`config.mk`:
```
export PLATFORM = sky130hd
export DESIGN_NAME = lean_alu
export DESIGN_NICKNAME = d
export VERILOG_FILES = /design/src/rtl/lean_alu_pkg.sv /design/src/rtl/lean_alu_decode.sv /design/src/rtl/lean_alu_adder.sv /design/src/rtl/lean_alu_lshift.sv /design/src/rtl/lean_alu_logic.sv /design/src/rtl/lean_alu.sv
export SDC_FILE = /design/constraint.sdc
export NUM_CORES = 1
export LEC_CHECK = 0
export BUFFER_PORTS_ARGS = -buffer_cell sky130_fd_sc_hd__buf_2
export CAP_MARGIN = 20
export CORE_UTILIZATION = 29
export DETAILED_ROUTE_END_ITERATION = 10
export SYNTH_ARGS = -nofsm -noshare
export SYNTH_HDL_FRONTEND = slang
export SYNTH_SLANG_ARGS = --single-unit
```
`constraint.sdc`:
```
create_clock -name vclk -period 5.94
set_input_delay 0.594 -clock vclk [all_inputs]
set_output_delay 0.594 -clock vclk [all_outputs]
set_load 0.02 [all_outputs]
```
`src/rtl/lean_alu_pkg.sv`:
```
package lean_alu_pkg;

  typedef enum logic [2:0] {
    F3_ADDSUB = 3'b000,
    F3_SHL    = 3'b001,
    F3_LTS    = 3'b010,
    F3_LTU    = 3'b011,
    F3_XOR    = 3'b100,
    F3_SHR    = 3'b101,
    F3_OR     = 3'b110,
    F3_AND    = 3'b111
  } f3_e;

  typedef enum logic [1:0] {
    LOP_XOR = 2'd0,
    LOP_OR  = 2'd1,
    LOP_AND = 2'd2
  } lop_e;

  typedef enum logic [1:0] {
    SEL_SUM   = 2'd0,
    SEL_SHIFT = 2'd1,
    SEL_LOGIC = 2'd2,
    SEL_LESS  = 2'd3
  } rsel_e;

  typedef struct packed {
    logic  sub;
    logic  shift_rev;
    logic  less_signed;
    lop_e  lop;
    rsel_e rsel;
  } alu_ctl_t;

  localparam logic [6:0] HI_SUB = 7'b1000000;

  // Operation decode; kept as a function so intent reads as one table.
  function automatic alu_ctl_t decode_op(input logic [2:0] f3,
                                         input logic [6:0] hi,
                                         input logic       imm,
                                         input logic       cmp);
    alu_ctl_t c;
    c.sub         = cmp;
    c.shift_rev   = 1'b0;
    c.less_signed = 1'b0;
    c.lop         = LOP_XOR;
    c.rsel        = SEL_SUM;
    case (f3)
      F3_ADDSUB: begin
        c.rsel = SEL_SUM;
        if (!imm && hi == HI_SUB) c.sub = 1'b1;
      end
      F3_SHL: c.rsel = SEL_SHIFT;
      F3_SHR: begin
        c.rsel      = SEL_SHIFT;
        c.shift_rev = 1'b1;
      end
      F3_LTS: begin
        c.rsel        = SEL_LESS;
        c.sub         = 1'b1;
        c.less_signed = 1'b1;
      end
      F3_LTU: begin
        c.rsel = SEL_LESS;
        c.sub  = 1'b1;
      end
      F3_XOR: begin
        c.rsel = SEL_LOGIC;
        c.lop  = LOP_XOR;
      end
      F3_OR: begin
        c.rsel = SEL_LOGIC;
        c.lop  = LOP_OR;
      end
      default: begin
        c.rsel = SEL_LOGIC;
        c.lop  = LOP_AND;
      end
    endcase
    return c;
  endfunction

  // Signed less-than from the difference sign, corrected when the operand signs differ.
  function automatic logic signed_less(input logic a_msb,
                                       input logic b_msb,
                                       input logic diff_msb);
    return (a_msb != b_msb) ? a_msb : diff_msb;
  endfunction

endpackage

```
`src/rtl/lean_alu_decode.sv`:
```
module lean_alu_decode
  import lean_alu_pkg::*;
(
  input  logic [2:0] f3,
  input  logic [6:0] hi,
  input  logic       imm,
  input  logic       cmp,
  output alu_ctl_t   ctl
);

  always_comb ctl = decode_op(f3, hi, imm, cmp);

  // A shift never selects the adder's subtract path unless a compare is forced.
  always_comb begin
    if (!cmp && (f3 == F3_SHL || f3 == F3_SHR))
      AST_SHIFT_NO_SUB: assert (!ctl.sub);
  end

  // Immediate add is never turned into a subtract.
  always_comb begin
    if (imm && !cmp && f3 == F3_ADDSUB)
      AST_IMM_ADDS: assert (!ctl.sub);
  end

endmodule

```
`src/rtl/lean_alu_adder.sv`:
```
module lean_alu_adder #(
  parameter int W = 32
) (
  input  logic [W-1:0] a,
  input  logic [W-1:0] b,
  input  logic         sub,
  output logic [W-1:0] sum,
  output logic         cout
);

  localparam int WX = W + 1;

  logic [W-1:0]  b_eff;
  logic [WX-1:0] full;

  always_comb begin
    b_eff = b ^ {W{sub}};
    full  = {1'b0, a} + {1'b0, b_eff} + {{W{1'b0}}, sub};
  end

  assign sum  = full[W-1:0];
  assign cout = full[W];

  // While subtracting, carry-out set means no borrow: A >= B unsigned.
  always_comb begin
    if (sub) AST_BORROW_SENSE: assert (cout == (a >= b));
  end

endmodule

```
`src/rtl/lean_alu_lshift.sv`:
```
module lean_alu_lshift #(
  parameter int W  = 32,
  parameter int SW = $clog2(W)
) (
  input  logic [W-1:0]  din,
  input  logic [SW-1:0] amt,
  input  logic          rev,
  output logic [W-1:0]  dout
);

  logic [W-1:0] din_r;
  logic [W-1:0] pre;
  logic [W-1:0] shl;
  logic [W-1:0] shl_r;

  for (genvar i = 0; i < W; i++) begin : g_rev
    assign din_r[i] = din[W-1-i];
    assign shl_r[i] = shl[W-1-i];
  end

  always_comb begin
    pre  = rev ? din_r : din;
    shl  = pre << amt;
    dout = rev ? shl_r : shl;
  end

  always_comb begin
    if (amt == '0) AST_SHIFT_ZERO_IDENT: assert (dout == din);
  end

  always_comb begin
    if (rev && amt != '0) AST_SHR_ZERO_FILL: assert (dout[W-1] == 1'b0);
  end

  always_comb begin
    if (!rev && amt != '0) AST_SHL_ZERO_FILL: assert (dout[0] == 1'b0);
  end

endmodule

```
`src/rtl/lean_alu_logic.sv`:
```
module lean_alu_logic
  import lean_alu_pkg::*;
#(
  parameter int W = 32
) (
  input  logic [W-1:0] a,
  input  logic [W-1:0] b,
  input  lop_e         lop,
  output logic [W-1:0] y
);

  always_comb begin
    case (lop)
      LOP_OR:  y = a | b;
      LOP_AND: y = a & b;
      default: y = a ^ b;
    endcase
  end

endmodule

```
`src/rtl/lean_alu.sv`:
```
module lean_alu
  import lean_alu_pkg::*;
#(
  parameter int W  = 32,
  parameter int SW = $clog2(W)
) (
  input  logic [W-1:0] opnd_a,
  input  logic [W-1:0] opnd_b,
  input  logic [2:0]   op_f3,
  input  logic [6:0]   op_hi,
  input  logic         imm_form,
  input  logic         cmp_req,
  output logic [W-1:0] result,
  output logic         flag_eq,
  output logic         flag_lt,
  output logic         flag_ltu
);

  alu_ctl_t     ctl;
  logic [W-1:0] add_sum;
  logic         add_cout;
  logic [W-1:0] sh_out;
  logic [W-1:0] lg_out;
  logic         less_bit;
  logic [W-1:0] less_word;
  logic         sub_active;

  lean_alu_decode u_dec (
    .f3  (op_f3),
    .hi  (op_hi),
    .imm (imm_form),
    .cmp (cmp_req),
    .ctl (ctl)
  );

  lean_alu_adder #(.W(W)) u_add (
    .a    (opnd_a),
    .b    (opnd_b),
    .sub  (ctl.sub),
    .sum  (add_sum),
    .cout (add_cout)
  );

  lean_alu_lshift #(.W(W), .SW(SW)) u_sh (
    .din  (opnd_a),
    .amt  (opnd_b[SW-1:0]),
    .rev  (ctl.shift_rev),
    .dout (sh_out)
  );

  lean_alu_logic #(.W(W)) u_lg (
    .a   (opnd_a),
    .b   (opnd_b),
    .lop (ctl.lop),
    .y   (lg_out)
  );

  assign sub_active = ctl.sub;

  always_comb begin
    flag_eq   = ~|add_sum;
    flag_ltu  = ~add_cout;
    flag_lt   = signed_less(opnd_a[W-1], opnd_b[W-1], add_sum[W-1]);
    less_bit  = ctl.less_signed ? flag_lt : flag_ltu;
    less_word = {{(W-1){1'b0}}, less_bit};
  end

  always_comb begin
    case (ctl.rsel)
      SEL_SHIFT: result = sh_out;
      SEL_LOGIC: result = lg_out;
      SEL_LESS:  result = less_word;
      default:   result = add_sum;
    endcase
  end

  always_comb begin
    if (sub_active) AST_EQ_FLAG: assert (flag_eq == (opnd_a == opnd_b));
  end

  always_comb begin
    if (sub_active) AST_LT_FLAG: assert (flag_lt == ($signed(opnd_a) < $signed(opnd_b)));
  end

  always_comb begin
    if (sub_active) AST_LTU_FLAG: assert (flag_ltu == (opnd_a < opnd_b));
  end

  always_comb begin
    if (op_f3 == 3'b010 || op_f3 == 3'b011)
      AST_LESS_ZEXT: assert (result[W-1:1] == '0);
  end

  always_comb begin
    if (cmp_req && op_f3 == 3'b000)
      AST_CMP_FORCES_SUB: assert (result == opnd_a - opnd_b);
  end

endmodule

```
== Word level (Yosys, flattened, before mapping) ==
Cells that the tools add are included.

* Add/sub/neg operators: 2
* Bitwise logic cells: 5
* Muxes and demuxes: 12
* Reduce and logical (&&, ||, !) cells: 8
* Shift-type cells: 1
* Equality and inequality tests: 13

{| class="wikitable"
|+ Operators with widths
! kind !! count
|-
| 32-bit case mux with 3 select lines || 1
|-
| 32-bit two-way mux || 2
|-
| 32-bit case mux with 2 select lines || 1
|-
| 32-bit bitwise XOR || 2
|-
| 32-bit by 32-bit adder with 33-bit output || 1
|-
| 33-bit by 1-bit adder with 33-bit output || 1
|-
| 32-bit AND || 1
|-
| 32-bit OR || 1
|-
| 32-bit OR reduction || 1
|-
| 32-bit by 5-bit left shift with 32-bit output || 1
|-
| 3-bit equality test, second input constant || 3
|-
| 7-bit equality test, second input constant || 1
|-
| 2-bit equality test, second input constant || 3
|-
| 3-bit by 2-bit equality test with 1-bit output, second input constant || 2
|-
| 2-bit case mux with 3 select lines || 1
|-
| 6-bit OR reduction || 1
|-
| 1-bit two-way mux || 5
|-
| 2-bit by 1-bit equality test with 1-bit output, second input constant || 2
|-
| 2-bit case mux with 2 select lines || 1
|-
| 2-bit OR reduction || 2
|-
| 3-bit by 1-bit equality test with 1-bit output, second input constant || 1
|-
| 3-bit zero test || 1
|-
| 1-bit zero test || 2
|-
| 1-bit case mux with 2 select lines || 1
|-
| other kinds (3) || 3
|}

* Output and inout port bits: 35
* Input bits: 76
* Register bits: 0
* Word-level logic and storage cells: 41

== Depth between registers and ports, before layout ==
Gate-level depths: netlist (run 1).

* Depth in word-level cells: 10
* Mapped depth: 16
* Mapped depth without buffers: 14

== By module ==
A second synthesis (run 1) with hierarchy kept.

* Cell total of the unflattened synthesis: 1091
* Area, all modules: 8008.9 sq um

{| class="wikitable"
|+ By module, submodules not included
! module !! area each (sq um) !! sequential area each (sq um) !! instances !! cells each
|-
| lean_alu_lshift || 3029.2 || 0.0 || 1 || 372
|-
| lean_alu_adder || 2167.1 || 0.0 || 1 || 307
|-
| lean_alu_logic || 1879.3 || 0.0 || 1 || 273
|-
| lean_alu || 848.3 || 0.0 || 1 || 126
|-
| lean_alu_decode || 85.1 || 0.0 || 1 || 13
|}

== Least setup slack after synthesis (run 1) ==
OpenSTA, ideal clock, no wires.

* Kind: input port to output port
* Start point: input port op_f3[0]
* End point: output port result[0]
* Stages on the path: 16
* Path buffers: 3
* Required time: 5.346 ns
* Arrival: 4.579 ns
* Setup slack: 0.767 ns
* Cells stage by stage: buf_2 > nor3_2 > a311oi_1 > clkbuf_1 > xnor2_1 > ha_1 > clkbuf_1 > a21oi_1 > o21ai_0 > a41oi_1 > o211ai_1 > and4_1 > a2111o_1 > o21ai_1 > o21ai_0 > o22ai_1

* Longest elaborated chain between the ends: 9
* Elaborated cells between the ends (all ways): 31
* Classes of those cells: 2 x add/sub; 11 x eq/ne; 1 x shift; 11 x mux; 2 x bitwise; 4 x reduce/logical

{| class="wikitable"
|+ Ends and longest elaborated chain
! element !! line !! text
|-
| start: declaration || lean_alu.sv:9 || <nowiki>input logic [2:0] op_f3,</nowiki>
|-
| 3-bit by 2-bit equality test with 1-bit output || lean_alu_pkg.sv:48 || <nowiki>case (f3)</nowiki>
|-
| 2-bit OR reduction (no source line) || n/a ||
|-
| 1-bit case mux with 2 select lines (*) || lean_alu_pkg.sv:48 ||
|-
| 32-bit bitwise XOR || lean_alu_adder.sv:17 || <nowiki>b_eff = b ^ {W{sub}};</nowiki>
|-
| 32-bit by 32-bit adder with 33-bit output || lean_alu_adder.sv:18 || <nowiki>full = {1'b0, a} + {1'b0, b_eff} + {{W{1'b0}}, sub};</nowiki>
|-
| 33-bit by 1-bit adder with 33-bit output (*) || lean_alu_adder.sv:18 ||
|-
| 1-bit two-way mux (*) || lean_alu_pkg.sv:87 || <nowiki>return (a_msb != b_msb) ? a_msb : diff_msb;</nowiki>
|-
| via flag_lt || lean_alu.sv:15 || <nowiki>output logic flag_lt,</nowiki>
|-
| 1-bit two-way mux (*) || lean_alu.sv:64 || <nowiki>less_bit = ctl.less_signed ? flag_lt : flag_ltu;</nowiki>
|-
| 32-bit case mux with 3 select lines (*) || lean_alu.sv:69 || <nowiki>case (ctl.rsel)</nowiki>
|-
| end: declaration || lean_alu.sv:13 || <nowiki>output logic [W-1:0] result,</nowiki>
|}

The timed path passes the listed nets; every way through them passes the cells marked *.

== Final worst setup path (run 1) ==
* Start point: input port op_f3[1]
* End point: output port flag_eq

* Longest elaborated chain between the ends: 8
* Elaborated cells between the ends (all ways): 10
* Classes of those cells: 2 x add/sub; 2 x eq/ne; 1 x mux; 1 x bitwise; 4 x reduce/logical

{| class="wikitable"
|+ Ends and longest elaborated chain
! element !! line !! text
|-
| 3-bit by 2-bit equality test with 1-bit output || lean_alu_pkg.sv:48 ||
|-
| 2-bit OR reduction (no source line) || n/a ||
|-
| 1-bit case mux with 2 select lines (*) || lean_alu_pkg.sv:48 ||
|-
| 32-bit bitwise XOR || lean_alu_adder.sv:17 ||
|-
| 32-bit by 32-bit adder with 33-bit output || lean_alu_adder.sv:18 ||
|-
| 33-bit by 1-bit adder with 33-bit output (*) || lean_alu_adder.sv:18 ||
|-
| 32-bit OR reduction (*) || lean_alu.sv:61 || <nowiki>flag_eq = ~|add_sum;</nowiki>
|-
| 1-bit zero test (*) || lean_alu.sv:61 ||
|-
| end: declaration || lean_alu.sv:14 || <nowiki>output logic flag_eq,</nowiki>
|}

Mark *: on every way between the ends. The rest lies on a longest branch, timed or not.

==> results of run 1 <==
==> logic make-up after synthesis <==
group                      after synthesis  share of synthesized area, %
and+or+nand+nor                        196                          15.0
buffers and inverters                  132                          8.20
adders and majority gates               99                          19.5
muxes                                  108                          20.5
AOI/OAI and AO/OA                      295                          28.1
xor gates and xnor gates                63                          8.65
==> worst max path at each step <==
stage	from	to	cells past startpoint
floorplan	op_f3[0]	result[0]	16
global placement	op_f3[1]	flag_eq	16
detailed placement	op_f3[1]	flag_eq	16
CTS	op_f3[1]	flag_eq	16
global route	op_f3[1]	flag_eq	16
finish	op_f3[1]	flag_eq	16
==> placed cells by master, fill, tap and decap left out, drive strengths merged, types with 8 or more instances in the layout <==
cell,netlist,routed
a211oi,14,14
a21o,8,8
a21oi,112,112
a221oi,18,18
a31oi,8,8
and2,12,12
buf,20,124
ha,98,98
inv,76,76
mux2i,89,89
mux4,18,18
nand2,48,48
nor2,75,75
nor3,12,12
o21ai,80,80
o221ai,15,15
xnor2,51,51
xor2,12,12
==> metal layers <==
metal	track usage [%]	part of all wire [%]
met1	33.6	46
met2	36.8	44
met3	3.15	7.9
met4	5.20	2.6
met5	0	0
==> stage by stage <==
step	cell area [um2]	hold WS, ns	setup slack (ns)
6_report	7210	1.64	0.423
5_1_grt	7210	1.65	0.126
4_1_cts	7180	1.63	0.454
3_5_place_dp	7180	1.63	0.467
3_3_place_gp	7180	1.63	0.445
2_1_floorplan	6380	1.38	0.767
==> area by class of cell <==
class,count,area (um2),area share [%]
Multi-Input combinational cell,761,5880,81.6
Timing Repair Buffer,124,686,9.51
Tap cell,275,344,4.77
Inverter,78,293,4.06
==> power by group through the flow <==
stage	Clock, mW	Sequential (mW)	Combinational [mW]
finish	0	0	0.929
global route	0	0	1.01
CTS	0	0	0.913
detailed placement	0	0	0.909
global placement	0	0	0.909
floorplan	0	0	0.621
==> worst max-delay path, delay by kind of cell <==
| family | cells | cell delay, ns |
|---|---|---|
| XOR/XNOR | 2 | 0.42 |
| AO/OA/AOI/OAI | 7 | 2.29 |
| adder cells (fa/ha/maj) | 1 | 0.29 |
| buffers and inverters | 3 | 0.69 |
| AND/OR/NAND/NOR | 3 | 0.63 |
==> results.toml, run 1 <==
[detailed_routing]
first_iter_violations = 667
avgViaCountPerCell = 5.76
vias = 7126
route.detailed.drc = 0
postRouteAntennaNets = 0
routed_wl_mm = 26.9
drtPass1Iterations = 5
avgRoutedWirePerCell_um = 21.7

[floorplan]
rows = 53
io_pins = 111
core_area_um2 = 21300
start_util_pct = 30.0
dieArea_um2 = 22600
dieWidth_um = 150
chipHeight_um = 150

[min_path]
holdPathEnd = "flag_lt"
min_path_type = "in -> out"
min-delay-start = "opnd_a[31]"
hold_path_depth = 4

[synth]
yosys.area.top_type = "ha_1"
ys_types = 64
yosys_warnings = 0
synth_fp_nets = 1068
syn_area_per_cell_um2 = 7.14
yosysMostFrequentCell = "a21oi_1"
seq_area_frac_synth_pct = 0
synthTopCellsByCount = "112 x a21oi_1, 98 x ha_1, 89 x mux2i_1"
synthTopCellsByArea = "ha_1 19%, mux2i_1 14%, a21oi_1 8.8%"
synth_top_cell_area_share_pct = 19.2
syn_area_um2 = 6380
synthCells = 893

[pwr]
powerDensity_nw_per_um2 = 129
max-vdd-ir-drop_mv = 0.0500
intPower_mw = 0.341
combPwrFrac_pct = 100.0
switchingPower_mw = 0.588
switching_share_pct = 63.3
seqPwrFrac_pct = 0
finalPower_mw = 0.929
leakage_nw = 3.40
pwr-share-clk_pct = 0

[global_route]
grt_pass1_wl_mm = 40.3
grt_antenna_before_repair = 0
grt_pass1_vias = 6747
grt_usage_pct = 23.5
grt-ovfl-total = 0
grt_start_max_net_pins = 71

[clocking]
post-cts-setup-buffer-count = 0
hold_buffers = 0
post_cts_resized = 0

[finish]
regArea_um2 = 0
stdcell_count = 1238
final_core_util_pct = 33.9
clkbuf_count = 0
seq_cell_count = 0
synthToLayoutAreaGrowth_pct = 13.0
fillerInstances = 2331
layout.nets = 1140
drive_gt1_share_pct = 15.8
num_antenna_cells = 0

[outcome]
outcome = "finished, final reports clean"

[critical_path]
crit_path_end_kind = "primary output"
slowest_delay_ns = 0.55
worstPathRequired_ns = 5.35
critPathLaunchType = "primary input"
cp_max_fo = 26
crit_path_frequent_cell = "buf_2"
worstSetupPathType = "in -> out"
cp_data_arrival_time_ns = 4.92
critical-path-slowest-cell = "a311oi_4"
cp_cell_sequence = "buf_2, nor2b_4, a311oi_4, buf_12, xnor2_1, ha_1, a21o_1, a31o_2, a2111oi_0, o211a_1, o21bai_1, a21boi_0, xor2_1, nand4b_1, nor4_2, buf_2"

[timing]
relSlewSlack_pct = 30.9
setup_tns_ns = 0
finalMaxSlewViolations = 0
fin_crit_ns = 5.52
hold_viol = 0
finalSetupViolCount = 0
rsz0062_at_grt = "false"
tightest_slew_ns = 1.03
fmax_mhz = 181
post-route-period-util_pct = 92.9

[job]
maxCapViolCount = 0

[place]
place_congestion = 1.01
dpl.hpwl_mm = 22.2
portBuffers = 111
dp.cells = 1237
Note: power is estimated with default switching activity, not from simulation.
==> run 2: changes to the inputs <==
--- a/config.mk
+++ b/config.mk
@@ -5,10 +5,10 @@
 export SDC_FILE = /design/constraint.sdc
 export NUM_CORES = 1
 export LEC_CHECK = 0
-export BUFFER_PORTS_ARGS = -buffer_cell sky130_fd_sc_hd__buf_2
 export CAP_MARGIN = 20
 export CORE_UTILIZATION = 29
 export DETAILED_ROUTE_END_ITERATION = 10
+export DONT_BUFFER_PORTS = 1
 export SYNTH_ARGS = -nofsm -noshare
 export SYNTH_HDL_FRONTEND = slang
 export SYNTH_SLANG_ARGS = --single-unit
==> run 2 against run 1 <==
Critical path depth grew 1. Sequential share of layout area unchanged. Final cell count shrank 8.6%. Fmax increased by 0.50%. Wire length is 1.4% lower. Global-route usage down 0.53 points. Non-clock buffer count decreased by 107. Count of clock-buffer cells in the layout is the same. Highest routed layer unchanged.
==> results.toml, run 2 (synthesis gave the netlist of run 1 again) <==
[critical_path]
worstSetupPathType = "in -> out"
critPathLaunchType = "primary input"
cp_max_fo = 11
worstPathRequired_ns = 5.35
cp_data_arrival_time_ns = 4.90
crit_path_end_kind = "primary output"

[global_route]
met2_usage_pct = 35.8
use_met1_pct = 31.8
grt.busiest_layer = "met2"
grt_pass1_wl_mm = 38.9
grt_usage_pct = 22.9
grt-ovfl-total = 0
grt_antenna_before_repair = 1
groute.layer.met3.usage_pct = 4.67
grt_pass1_vias = 6163
grt_start_max_net_pins = 72

[timing]
setup_tns_ns = 0
relSlewSlack_pct = 26.7
finalSetupViolCount = 0
hold_viol = 0
tightest_slew_ns = 1.10
hold-worst-slack_ns = 1.52
fin_crit_ns = 5.49
post-route-period-util_pct = 92.4
rsz0062_at_grt = "false"
finalMaxSlewViolations = 0
fmax_mhz = 182

[floorplan]
core_area_um2 = 21300
chipHeight_um = 150
dieArea_um2 = 22600
start_util_pct = 30.0
io_pins = 111
dieWidth_um = 150
rows = 53

[pwr]
switchingPower_mw = 0.509
pwr-share-clk_pct = 0
max-vdd-ir-drop_mv = 0.0395
leakage_nw = 2.97
switching_share_pct = 62.3
finalPower_mw = 0.818
intPower_mw = 0.309
seqPwrFrac_pct = 0
powerDensity_nw_per_um2 = 122
combPwrFrac_pct = 100.0

[finish]
synthToLayoutAreaGrowth_pct = 4.83
layout_commonest_cell = "a21oi_1"
clkbuf_count = 0
fillerInstances = 2310
final_cell_mix = "112 x a21oi_1, 98 x ha_1, 89 x mux2i_1, 79 x o21ai_0"
drive_gt1_share_pct = 5.37
seq_cell_count = 0
regArea_um2 = 0
layout.nets = 1033
multi_input_area_um2 = 5890

[clocking]
hold_buffers = 0
post_cts_resized = 0
post-cts-setup-buffer-count = 0

[min_path]
min_path_type = "in -> out"

[detailed_routing]
postRouteAntennaNets = 0
routed_wl_mm = 26.5
avgViaCountPerCell = 6.09
drtPass1Iterations = 5
route.detailed.drc = 0
first_iter_violations = 590
vias = 6895
avgRoutedWirePerCell_um = 23.4

[place]
dpl.hpwl_mm = 21.6
portBuffers = 0
place_congestion = 1.03

[job]
maxCapViolCount = 0

[outcome]
outcome = "finished, final reports clean"
run 2: changes by cell type in the layout (fill, tap and decap cells not counted), sizes merged:
cell / change
diode: +1
buf: -107
run 2: layout make-up:
type,count,share of cell area [%]
Multi-Input combinational cell,761,88.0
Tap cell,275,5.15
Inverter,78,4.38
Timing Repair Buffer,17,2.40
Antenna cell,1,0.0374
run 2: power groups by stage:
stage | Sequential [mW] | Clock [mW] | Combinational [mW]
6_report | 0 | 0.0000000226 | 0.818
5_1_grt | 0 | 0 | 0.886
3_3_place_gp | 0 | 0 | 0.794
3_5_place_dp | 0 | 0 | 0.797
4_1_cts | 0 | 0 | 0.801
2_1_floorplan | 0 | 0 | 0.621
run 2: worst paths after layout:
| kind | end | cells past startpoint | from | slack, ns |
|---|---|---|---|---|
| min | flag_lt | 3 | opnd_a[31] | 1.52 |
| max | flag_eq | 17 | op_hi[6] | 0.45 |
run 2: per-layer routing:
| layer | share of wire (%) | vias to the layer above |
|---|---|---|
| met5 | 0 | - |
| met4 | 3.4 | 0 |
| met3 | 10 | 49 |
| met2 | 44 | 340 |
| met1 | 43 | 3302 |
| li1 | - | 3204 |
run 2: through the flow:
| step | worst slack [ns] | instances | cell area [um2] | utilization, % |
|---|---|---|---|---|
| after floorplan | 0.767 | 893 | 6380 | - |
| after detailed placement | 0.528 | 1130 | 6660 | 31.3 |
| final | 0.450 | 1132 | 6690 | 31.4 |
| after global placement | 0.590 | 1130 | 6660 | 31.3 |
| after CTS | 0.504 | 1130 | 6660 | 31.3 |
| after global routing | 0.189 | 1131 | 6680 | 31.4 |
run 2: worst max-delay path: stages:
cell and delay (ns):
nor4b_1 0.12, buf_4 0.15, a311oi_4 0.46, buf_4 0.32, xnor2_1 0.18, inv_1 0.08
fa_1 0.41, nor2b_1 0.18, o311a_1 0.22, o31ai_1 0.14, o31ai_1 0.70, a221oi_1 0.23
a31oi_1 0.35, xor2_1 0.15, nand4bb_1 0.21, nor4_2 0.21, buf_4 0.20
